File: src/rtl/xbus_pkg.sv
package xbus_pkg;
  typedef enum logic {
    XB_IDLE = 1'b0,
    XB_BUSY = 1'b1
  } xb_state_e;

  // smallest wait-state count at which the ready input is honoured
  localparam int unsigned XB_READY_MIN_WS = 2;

  // number of address spaces that own a strobe (memory, I/O)
  localparam int unsigned XB_NSPACE = 2;
endpackage

File: src/rtl/xbus_req_hold.sv
module xbus_req_hold #(
  parameter int unsigned ADDR_W = 16,
  parameter int unsigned DATA_W = 16
) (
  input  logic              clk,
  input  logic              rst_n,
  input  logic              load,
  input  logic              active,
  input  logic [ADDR_W-1:0] in_addr,
  input  logic [DATA_W-1:0] in_wdata,
  input  logic              in_write,
  input  logic              in_io,
  output logic [ADDR_W-1:0] h_addr,
  output logic [DATA_W-1:0] h_wdata,
  output logic              h_write,
  output logic              h_io
);
  always_ff @(posedge clk or negedge rst_n) begin
    if (!rst_n) begin
      h_addr  <= '0;
      h_wdata <= '0;
      h_write <= 1'b0;
      h_io    <= 1'b0;
    end else if (load) begin
      h_addr  <= in_addr;
      h_wdata <= in_wdata;
      h_write <= in_write;
      h_io    <= in_io;
    end
  end


  hold_stable_chk: assert property (@(posedge clk) disable iff (!rst_n)
    active |=> ($stable(h_addr) && $stable(h_wdata) && $stable(h_write) && $stable(h_io)));
endmodule

File: src/rtl/xbus_wait_cnt.sv
module xbus_wait_cnt
  import xbus_pkg::*;
#(
  parameter int unsigned WS_W = 3
) (
  input  logic            clk,
  input  logic            rst_n,
  input  logic            load,
  input  logic [WS_W-1:0] ws_in,
  input  logic            active,
  input  logic            ready_in,
  output logic            finish
);
  localparam logic [WS_W-1:0] WS_ZERO = '0;
  localparam logic [WS_W-1:0] WS_ONE  = WS_W'(1);
  localparam logic [WS_W-1:0] WS_MIN  = WS_W'(XB_READY_MIN_WS);

  logic [WS_W-1:0] cnt;
  logic            samp_en;
  logic            at_last;

  always_ff @(posedge clk or negedge rst_n) begin
    if (!rst_n) begin
      cnt     <= WS_ZERO;
      samp_en <= 1'b0;
    end else if (load) begin
      cnt     <= ws_in;
      samp_en <= (ws_in >= WS_MIN);
    end else if (active && (cnt != WS_ZERO)) begin
      cnt <= cnt - WS_ONE;
    end
  end

  assign at_last = active && (cnt == WS_ZERO);
  assign finish  = at_last && (!samp_en || ready_in);


  ready_hold_chk: assert property (@(posedge clk) disable iff (!rst_n)
    (at_last && samp_en && !ready_in) |=> (active && cnt == WS_ZERO));


  cnt_no_reload_chk: assert property (@(posedge clk) disable iff (!rst_n)
    active |=> (cnt <= $past(cnt)));


  short_ws_ends_chk: assert property (@(posedge clk) disable iff (!rst_n)
    (at_last && !samp_en) |=> !active);
endmodule

File: src/rtl/xbus_seq.sv
module xbus_seq
  import xbus_pkg::*;
#(
  parameter int unsigned DATA_W = 16
) (
  input  logic              clk,
  input  logic              rst_n,
  input  logic              req_valid,
  input  logic              finish,
  input  logic              is_write,
  input  logic [DATA_W-1:0] bus_din,
  output logic              req_ready,
  output logic              load,
  output logic              busy,
  output logic              rsp_valid,
  output logic [DATA_W-1:0] rsp_rdata
);
  xb_state_e state, state_nx;

  assign req_ready = (state == XB_IDLE);
  assign load      = req_valid && req_ready;
  assign busy      = (state == XB_BUSY);

  always_comb begin
    state_nx = state;
    unique case (state)
      XB_IDLE: if (load)   state_nx = XB_BUSY;
      XB_BUSY: if (finish) state_nx = XB_IDLE;
      default: state_nx = XB_IDLE;
    endcase
  end

  always_ff @(posedge clk or negedge rst_n) begin
    if (!rst_n) begin
      state     <= XB_IDLE;
      rsp_valid <= 1'b0;
      rsp_rdata <= '0;
    end else begin
      state     <= state_nx;
      rsp_valid <= finish;
      if (finish && !is_write) rsp_rdata <= bus_din;
    end
  end


  done_pulse_chk: assert property (@(posedge clk) disable iff (!rst_n)
    rsp_valid |=> !rsp_valid);


  done_at_end_chk: assert property (@(posedge clk) disable iff (!rst_n)
    (busy && finish) |=> (rsp_valid && !busy));


  busy_blocks_chk: assert property (@(posedge clk) disable iff (!rst_n)
    busy |-> !req_ready);


  gap_chk: assert property (@(posedge clk) disable iff (!rst_n)
    rsp_valid |-> !busy);
endmodule

File: src/rtl/xbus_pins.sv
module xbus_pins
  import xbus_pkg::*;
(
  input  logic clk,
  input  logic rst_n,
  input  logic busy,
  input  logic h_write,
  input  logic h_io,
  input  logic off_n,
  output logic mstrb_n,
  output logic iostrb_n,
  output logic rw_n,
  output logic ctl_oe,
  output logic dout_oe
);
  logic [XB_NSPACE-1:0] strb_n;

  generate
    for (genvar s = 0; s < XB_NSPACE; s++) begin : g_strb
      assign strb_n[s] = !(busy && (int'(h_io) == s));
    end
  endgenerate

  assign mstrb_n  = strb_n[0];
  assign iostrb_n = strb_n[1];
  assign rw_n     = !(busy && h_write);
  assign ctl_oe   = off_n;
  assign dout_oe  = off_n && busy && h_write;


  one_strobe_chk: assert property (@(posedge clk) disable iff (!rst_n)
    $onehot0({~mstrb_n, ~iostrb_n}));


  rw_in_access_chk: assert property (@(posedge clk) disable iff (!rst_n)
    !rw_n |-> (!mstrb_n || !iostrb_n));


  off_tristate_chk: assert property (@(posedge clk) disable iff (!rst_n)
    !off_n |-> (!ctl_oe && !dout_oe));
endmodule

File: src/rtl/xbus_wait_ctrl.sv
module xbus_wait_ctrl
  import xbus_pkg::*;
#(
  parameter int unsigned ADDR_W = 16,
  parameter int unsigned DATA_W = 16,
  parameter int unsigned WS_W   = 3
) (
  input  logic              clk,
  input  logic              rst_n,
  input  logic [WS_W-1:0]   cfg_wait,
  input  logic              req_valid,
  output logic              req_ready,
  input  logic [ADDR_W-1:0] req_addr,
  input  logic [DATA_W-1:0] req_wdata,
  input  logic              req_write,
  input  logic              req_io,
  output logic              rsp_valid,
  output logic [DATA_W-1:0] rsp_rdata,
  output logic [ADDR_W-1:0] bus_addr,
  output logic [DATA_W-1:0] bus_dout,
  output logic              bus_dout_oe,
  input  logic [DATA_W-1:0] bus_din,
  output logic              bus_rw_n,
  output logic              bus_mstrb_n,
  output logic              bus_iostrb_n,
  output logic              bus_ctl_oe,
  input  logic              bus_ready,
  input  logic              bus_off_n
);
  logic load, busy, finish, h_write, h_io;

  xbus_seq #(.DATA_W(DATA_W)) u_seq (
    .clk(clk), .rst_n(rst_n), .req_valid(req_valid), .finish(finish),
    .is_write(h_write), .bus_din(bus_din), .req_ready(req_ready),
    .load(load), .busy(busy), .rsp_valid(rsp_valid), .rsp_rdata(rsp_rdata)
  );

  xbus_req_hold #(.ADDR_W(ADDR_W), .DATA_W(DATA_W)) u_hold (
    .clk(clk), .rst_n(rst_n), .load(load), .active(busy),
    .in_addr(req_addr), .in_wdata(req_wdata), .in_write(req_write), .in_io(req_io),
    .h_addr(bus_addr), .h_wdata(bus_dout), .h_write(h_write), .h_io(h_io)
  );

  xbus_wait_cnt #(.WS_W(WS_W)) u_wait (
    .clk(clk), .rst_n(rst_n), .load(load), .ws_in(cfg_wait),
    .active(busy), .ready_in(bus_ready), .finish(finish)
  );

  xbus_pins u_pins (
    .clk(clk), .rst_n(rst_n), .busy(busy), .h_write(h_write), .h_io(h_io),
    .off_n(bus_off_n), .mstrb_n(bus_mstrb_n), .iostrb_n(bus_iostrb_n),
    .rw_n(bus_rw_n), .ctl_oe(bus_ctl_oe), .dout_oe(bus_dout_oe)
  );
endmodule

File: config.mk
export PLATFORM = sky130hd
export DESIGN_NAME = xbus_wait_ctrl
export DESIGN_NICKNAME = d
export VERILOG_FILES = /design/src/rtl/xbus_pkg.sv /design/src/rtl/xbus_req_hold.sv /design/src/rtl/xbus_wait_cnt.sv /design/src/rtl/xbus_seq.sv /design/src/rtl/xbus_pins.sv /design/src/rtl/xbus_wait_ctrl.sv
export SDC_FILE = /design/constraint.sdc
export NUM_CORES = 1
export LEC_CHECK = 0
export BUFFER_PORTS_ARGS = -buffer_cell sky130_fd_sc_hd__buf_4
export CAP_MARGIN = 30
export CORE_UTILIZATION = 35
export CTS_CLUSTER_DIAMETER = 200
export CTS_CLUSTER_SIZE = 8
export DETAILED_ROUTE_END_ITERATION = 8
export HOLD_SLACK_MARGIN = 0.15
export PLACE_DENSITY = 0.75
export SLEW_MARGIN = 20
export SYNTH_ARGS = -nofsm -noshare
export SYNTH_HDL_FRONTEND = slang
export SYNTH_HIERARCHICAL = 1
export SYNTH_SLANG_ARGS = --single-unit
File: constraint.sdc
create_clock -name clk -period 1.7 [get_ports clk]
set_input_delay 0.17 -clock clk [delete_from_list [all_inputs] [get_ports clk]]
set_output_delay 0.17 -clock clk [all_outputs]
set_load 0.05 [all_outputs]
Yosys cells after proc, flatten, opt, wreduce, memory -nomap -nowiden --
Index checks and enable logic that the tools add are counted.
Operators by class: $add $sub $neg 1, order comparisons 1, mux-type cells 5, bitwise logic cells 2, reduce and logical (&&, ||, !) cells 19
Operator list (number):
- logical AND 1 bit | 10
- two-way mux 3 bit | 2
- logical NOT 1 bit | 5
- >= comparator 3 x 2 -> 1 bit, second input constant | 1
- logical NOT 3 bit | 1
- nonzero test 3 bit | 1
- subtractor 3 x 1 -> 3 bit, second input constant | 1
- two-way mux 1 bit | 2
- NOT 1 bit | 2
- one-hot mux 1 bit (2 select lines) | 1
- nonzero test 2 bit | 1
- logical OR 1 bit | 1
Word-level totals: flip-flop bits (word level) 56, bits of input ports 58

Longest topological paths before layout --
word-level depth 5, mapped depth 8, depth with buffers taken out 6

Modules after synthesis --
The synthesis kept the hierarchy.
By module, submodules not included:
- xbus_req_hold | times used 1, cells each 72, area each 1417.6 sq um
- xbus_seq | times used 1, cells each 40, area each 730.7 sq um
- xbus_wait_cnt | times used 1, cells each 29, area each 262.8 sq um
- xbus_pins | times used 1, cells each 5, area each 27.5 sq um

Worst setup path before layout --
OpenSTA, ideal clock, no wires.
path kind register to register, start register u_wait.cnt[0], end register u_seq.rsp_rdata[0], setup time 125 ps, arrival 1718 ps, data required time 1575 ps, setup slack -143 ps, stages on the path, launching flop included 9, clock period less this slack 1843 ps, cell sequence dfrtp_1 inv_1 ha_1 nand2b_4 nor3b_1 nor2b_4 buf_6 buf_12 mux2_4
On the way: word-level cells in the longest chain between the ends 4
RTL lines:
- start, declared | line xbus_wait_cnt.sv:18 | logic [WS_W-1:0] cnt;
- start signal, assigned | line xbus_wait_cnt.sv:27 | cnt <= ws_in;
- start signal, assigned | line xbus_wait_cnt.sv:30 | cnt <= cnt - WS_ONE;
- logical NOT 3 bit | line xbus_wait_cnt.sv:34 | assign at_last = active && (cnt == WS_ZERO);
- logical AND 1 bit | line xbus_wait_cnt.sv:34
- logical AND 1 bit | line xbus_wait_cnt.sv:35 | assign finish = at_last && (!samp_en || ready_in);
- via finish | line xbus_wait_ctrl.sv:30 | logic load, busy, finish, h_write, h_io;
- logical AND 1 bit | line xbus_seq.sv:41 | if (finish && !is_write) rsp_rdata <= bus_din;
- end signal, assigned | line xbus_seq.sv:41
- end, declared | line xbus_seq.sv:16 | output logic [DATA_W-1:0] rsp_rdata
The timed path passes the listed nets, and every way through them passes these cells. A chain may end at the register's enable or synchronous reset.

Worst setup path in the final report --
start register u_wait.cnt[0], end register u_seq.rsp_rdata[14]
Same word-level chain as after synthesis.

==> flow_metrics.py <==
metrics = {
    "run_status": {
        "status": "finished, violations left",
        "violations": "negative setup slack",
    },
    "grt": {
        "grt_pass1_vias": 1877,
        "grt_use_met3": 0.0418,
        "antenna_found_initial": 0,
        "met2_usage": 0.301,
        "busiest_layer": "met2",
        "grt_pass1_wl_mm": 9.34,
        "grt_util_met1": 0.199,
        "grtUsageTotal": 0.167,
        "overflow": 0,
        "grt_max_degree": 57,
    },
    "timing": {
        "worstMarginPinSlew_ns": 0.707,
        "fin_ws_ns": -0.0373,
        "max_slew_margin": 0.528,
        "min_period_ns": 1.74,
        "slew_violations": 0,
        "hold_viol_final": 0,
        "rsz0062_at_grt": "yes",
        "setup_tns_ns": -0.384,
        "setup_viol": 16,
        "skew_ns": 0.00673,
        "clock.fmax_mhz": 576,
        "post-route-period-util": 1.02,
    },
    "yosys": {
        "synth_top_flop_cell": "dfrtp_1",
        "syn_area_um2": 2440,
        "synth_cells": 146,
        "synth_largest_area_cell": "dfrtp_1",
        "synth_commonest_cells": "dfrtp_1, mux2_4, mux2_2",
        "ys_async_sr_fraction": 1.00,
        "ys_seq_area_frac": 0.575,
        "yosysMostFrequentCell": "dfrtp_1",
        "syn_area_per_cell_um2": 16.7,
        "synth.distinct_cells": 23,
        "synth.yosys.warnings": 6,
        "ys_ff_latch": 56,
        "syn_nets": 206,
        "yosysTopAreaCellShare": 0.575,
        "synth_edf_count": 0,
        "synthTopCellsByArea": "dfrtp_1, mux2_4, mux2_2",
    },
    "setup_path": {
        "worst-endpoint-required_ns": 1.90,
        "cp_cell_sequence": "inv_2 > ha_4 > nand2b_4 > nor3b_4 > nor2b_4 > clkbuf_16 > mux2_4",
        "crit_path_start_kind": "register",
        "end_kind": "register",
        "criticalPathCategory": "register to register",
        "arrival_ns": 1.93,
        "cp_slowest_cell": "dfrtp_1",
        "max_stage_delay_ns": 0.40,
        "crit_path_max_fanout": 8,
    },
    "power_and_ir_drop": {
        "intPower_mw": 4.49,
        "p_seq_frac": 0.282,
        "p_clk_frac": 0.086,
        "switching_share": 0.475,
        "comb_power_share": 0.631,
        "p_sw_mw": 4.06,
        "finalPower_mw": 8.54,
        "p_leak_nw": 1.99,
        "power_density_nw_per_um2": 2100,
        "peakVddDrop_mv": 0.815,
    },
    "placement": {
        "dp_slack_ns": -0.0620,
        "portBuffers": 112,
        "gp_congestion": 0.728,
        "dp_hpwl_mm": 3.54,
    },
    "clocking": {
        "cts_tree": "built",
        "clkLatencyLatePin_ns": 0.30,
        "cts_buffer_depth": 2,
        "cts_buffers": 5,
        "root_buffer": "clkbuf_8",
        "path_clk_slew_ns": 0.10,
        "htree_levels": 2,
        "cts.sink_count": 56,
    },
    "drt": {
        "drt-initial-drc-count": 27,
        "antenna_left": 0,
        "avgViaCountPerCell": 4.49,
        "routed_wl_mm": 6.01,
        "vias": 1806,
        "routedWlPerCell_um": 15.0,
        "first_pass_iters": 4,
        "drc_errors": 0,
    },
    "layout": {
        "drive_gt1_frac": 0.581,
        "fillers": 536,
        "post-route-util": 0.601,
        "nets": 381,
        "area_growth_pct": 66.5,
        "antenna_cells": 0,
    },
    "run": {
        "maxCapViolCount": 0,
    },
    "floorplanning": {
        "dieHeight_um": 85.5,
        "initial_core_util": 0.361,
        "io_pins": 113,
        "coreArea_um2": 6760,
        "design.die.area_um2": 7310,
        "rows": 30,
        "die_x_um": 85.5,
    },
    "worst_hold_path": {
        "hp-class": "primary input to register",
    },
}
[state kept, by name (all words and copies together) (netlist names)]
name	cells
u_wait/cnt	3
u_wait/samp_en	1
u_hold/h_io	1
u_seq/rsp_rdata	16
u_hold/h_wdata	16
u_hold/h_write	1
u_seq/busy	1
u_hold/h_addr	16
u_seq/rsp_valid	1
[timing repair]
action	CTS	global route
setup buffers	2	1
hold buffers	54	0
endpoints found under the hold margin	110	0
pin swaps	2	0
gates cloned	1	0
endpoints found under the setup margin	16	16
resized for setup	9	2
[per-stage QoR]
| stage | cell area [um^2] | hold WS (ns) | instances |
|---|---|---|---|
| 3_3_place_gp | 3340 | 0.261 | 336 |
| 3_5_place_dp | 3340 | 0.279 | 336 |
| 6_report | 4060 | 0.381 | 402 |
| 5_1_grt | 4060 | 0.387 | 402 |
| 2_1_floorplan | 2450 | -0.126 | 146 |
| 4_1_cts | 4050 | 0.312 | 401 |
[critical path, delay by kind of cell (launching register included)]
| kind | cells | cell delay, ns |
|---|---|---|
| flops | 1 | 0.40 |
| buf+inv | 2 | 0.28 |
| simple gates | 3 | 0.50 |
| mux | 1 | 0.30 |
| fa+ha+maj | 1 | 0.14 |
[kinds of logic after synthesis]
logic type | share of synthesized area
compound gates | 0.0205
fa+ha+maj | 0.0103
buf+inv | 0.0544
flops | 0.575
mux | 0.292
simple gates | 0.0477
[per-layer routing]
layer  up-vias  wire (um)  part of all wire
met5         -          0                 0
met4         0         45            0.0075
met3         4        267             0.044
met2        59       3210              0.53
met1       888       2490              0.41
li1        855          -                 -
[final cells by class]
cell class              instances  area [um^2]  share of cell area
clock inverters                 3         22.5             0.00555
inverters                       3         11.3             0.00277
multi-input cells              79          958               0.236
flip-flops and latches         56         1400               0.345
repair buffers                176         1500               0.369
clock buffers                   5         68.8              0.0169
well taps                      80          100              0.0246
[path summary, 6_finish.rpt]
kind / from / to / slack [ns] / cells past startpoint
setup / recovery: u_wait/cnt[0] / u_seq/rsp_rdata[14] / -0.04 / 7
hold / removal: bus_ready / u_seq/rsp_valid / 0.38 / 4
setup reg to reg: u_wait/cnt[0] / u_seq/rsp_rdata[14] / -0.04 / 7
hold reg to reg: u_hold/h_wdata[0] / u_hold/h_wdata[0] / 0.52 / 1
max in group asynchronous: rst_n / u_seq/rsp_rdata[9] / 0.77 / 2
min in group asynchronous: rst_n / u_seq/rsp_rdata[3] / 0.46 / 2
[power groups by stage]
stage	clock network (mW)	logic, mW	registers (mW)
2_1_floorplan	0	1.67	4.45
3_3_place_gp	0	5.06	2.39
3_5_place_dp	0	5.13	2.42
4_1_cts	0.782	5.38	2.41
5_1_grt	0.836	5.59	2.50
6_report	0.737	5.39	2.41
[cell usage in the layout (no fill, tap or decap), types with 2 or more instances in the layout]
master,n
nand2_1,6
nor2_1,3
buf_12,2
o21ai_1,2
mux2_4,46
a21oi_1,3
nor2b_4,2
clkbuf_8,5
nand3_1,2
dlygate4sd3_1,54
inv_2,2
mux2_2,4
dfrtp_1,56
buf_4,119
No activity file was read; power rests on OpenSTA's default activity.
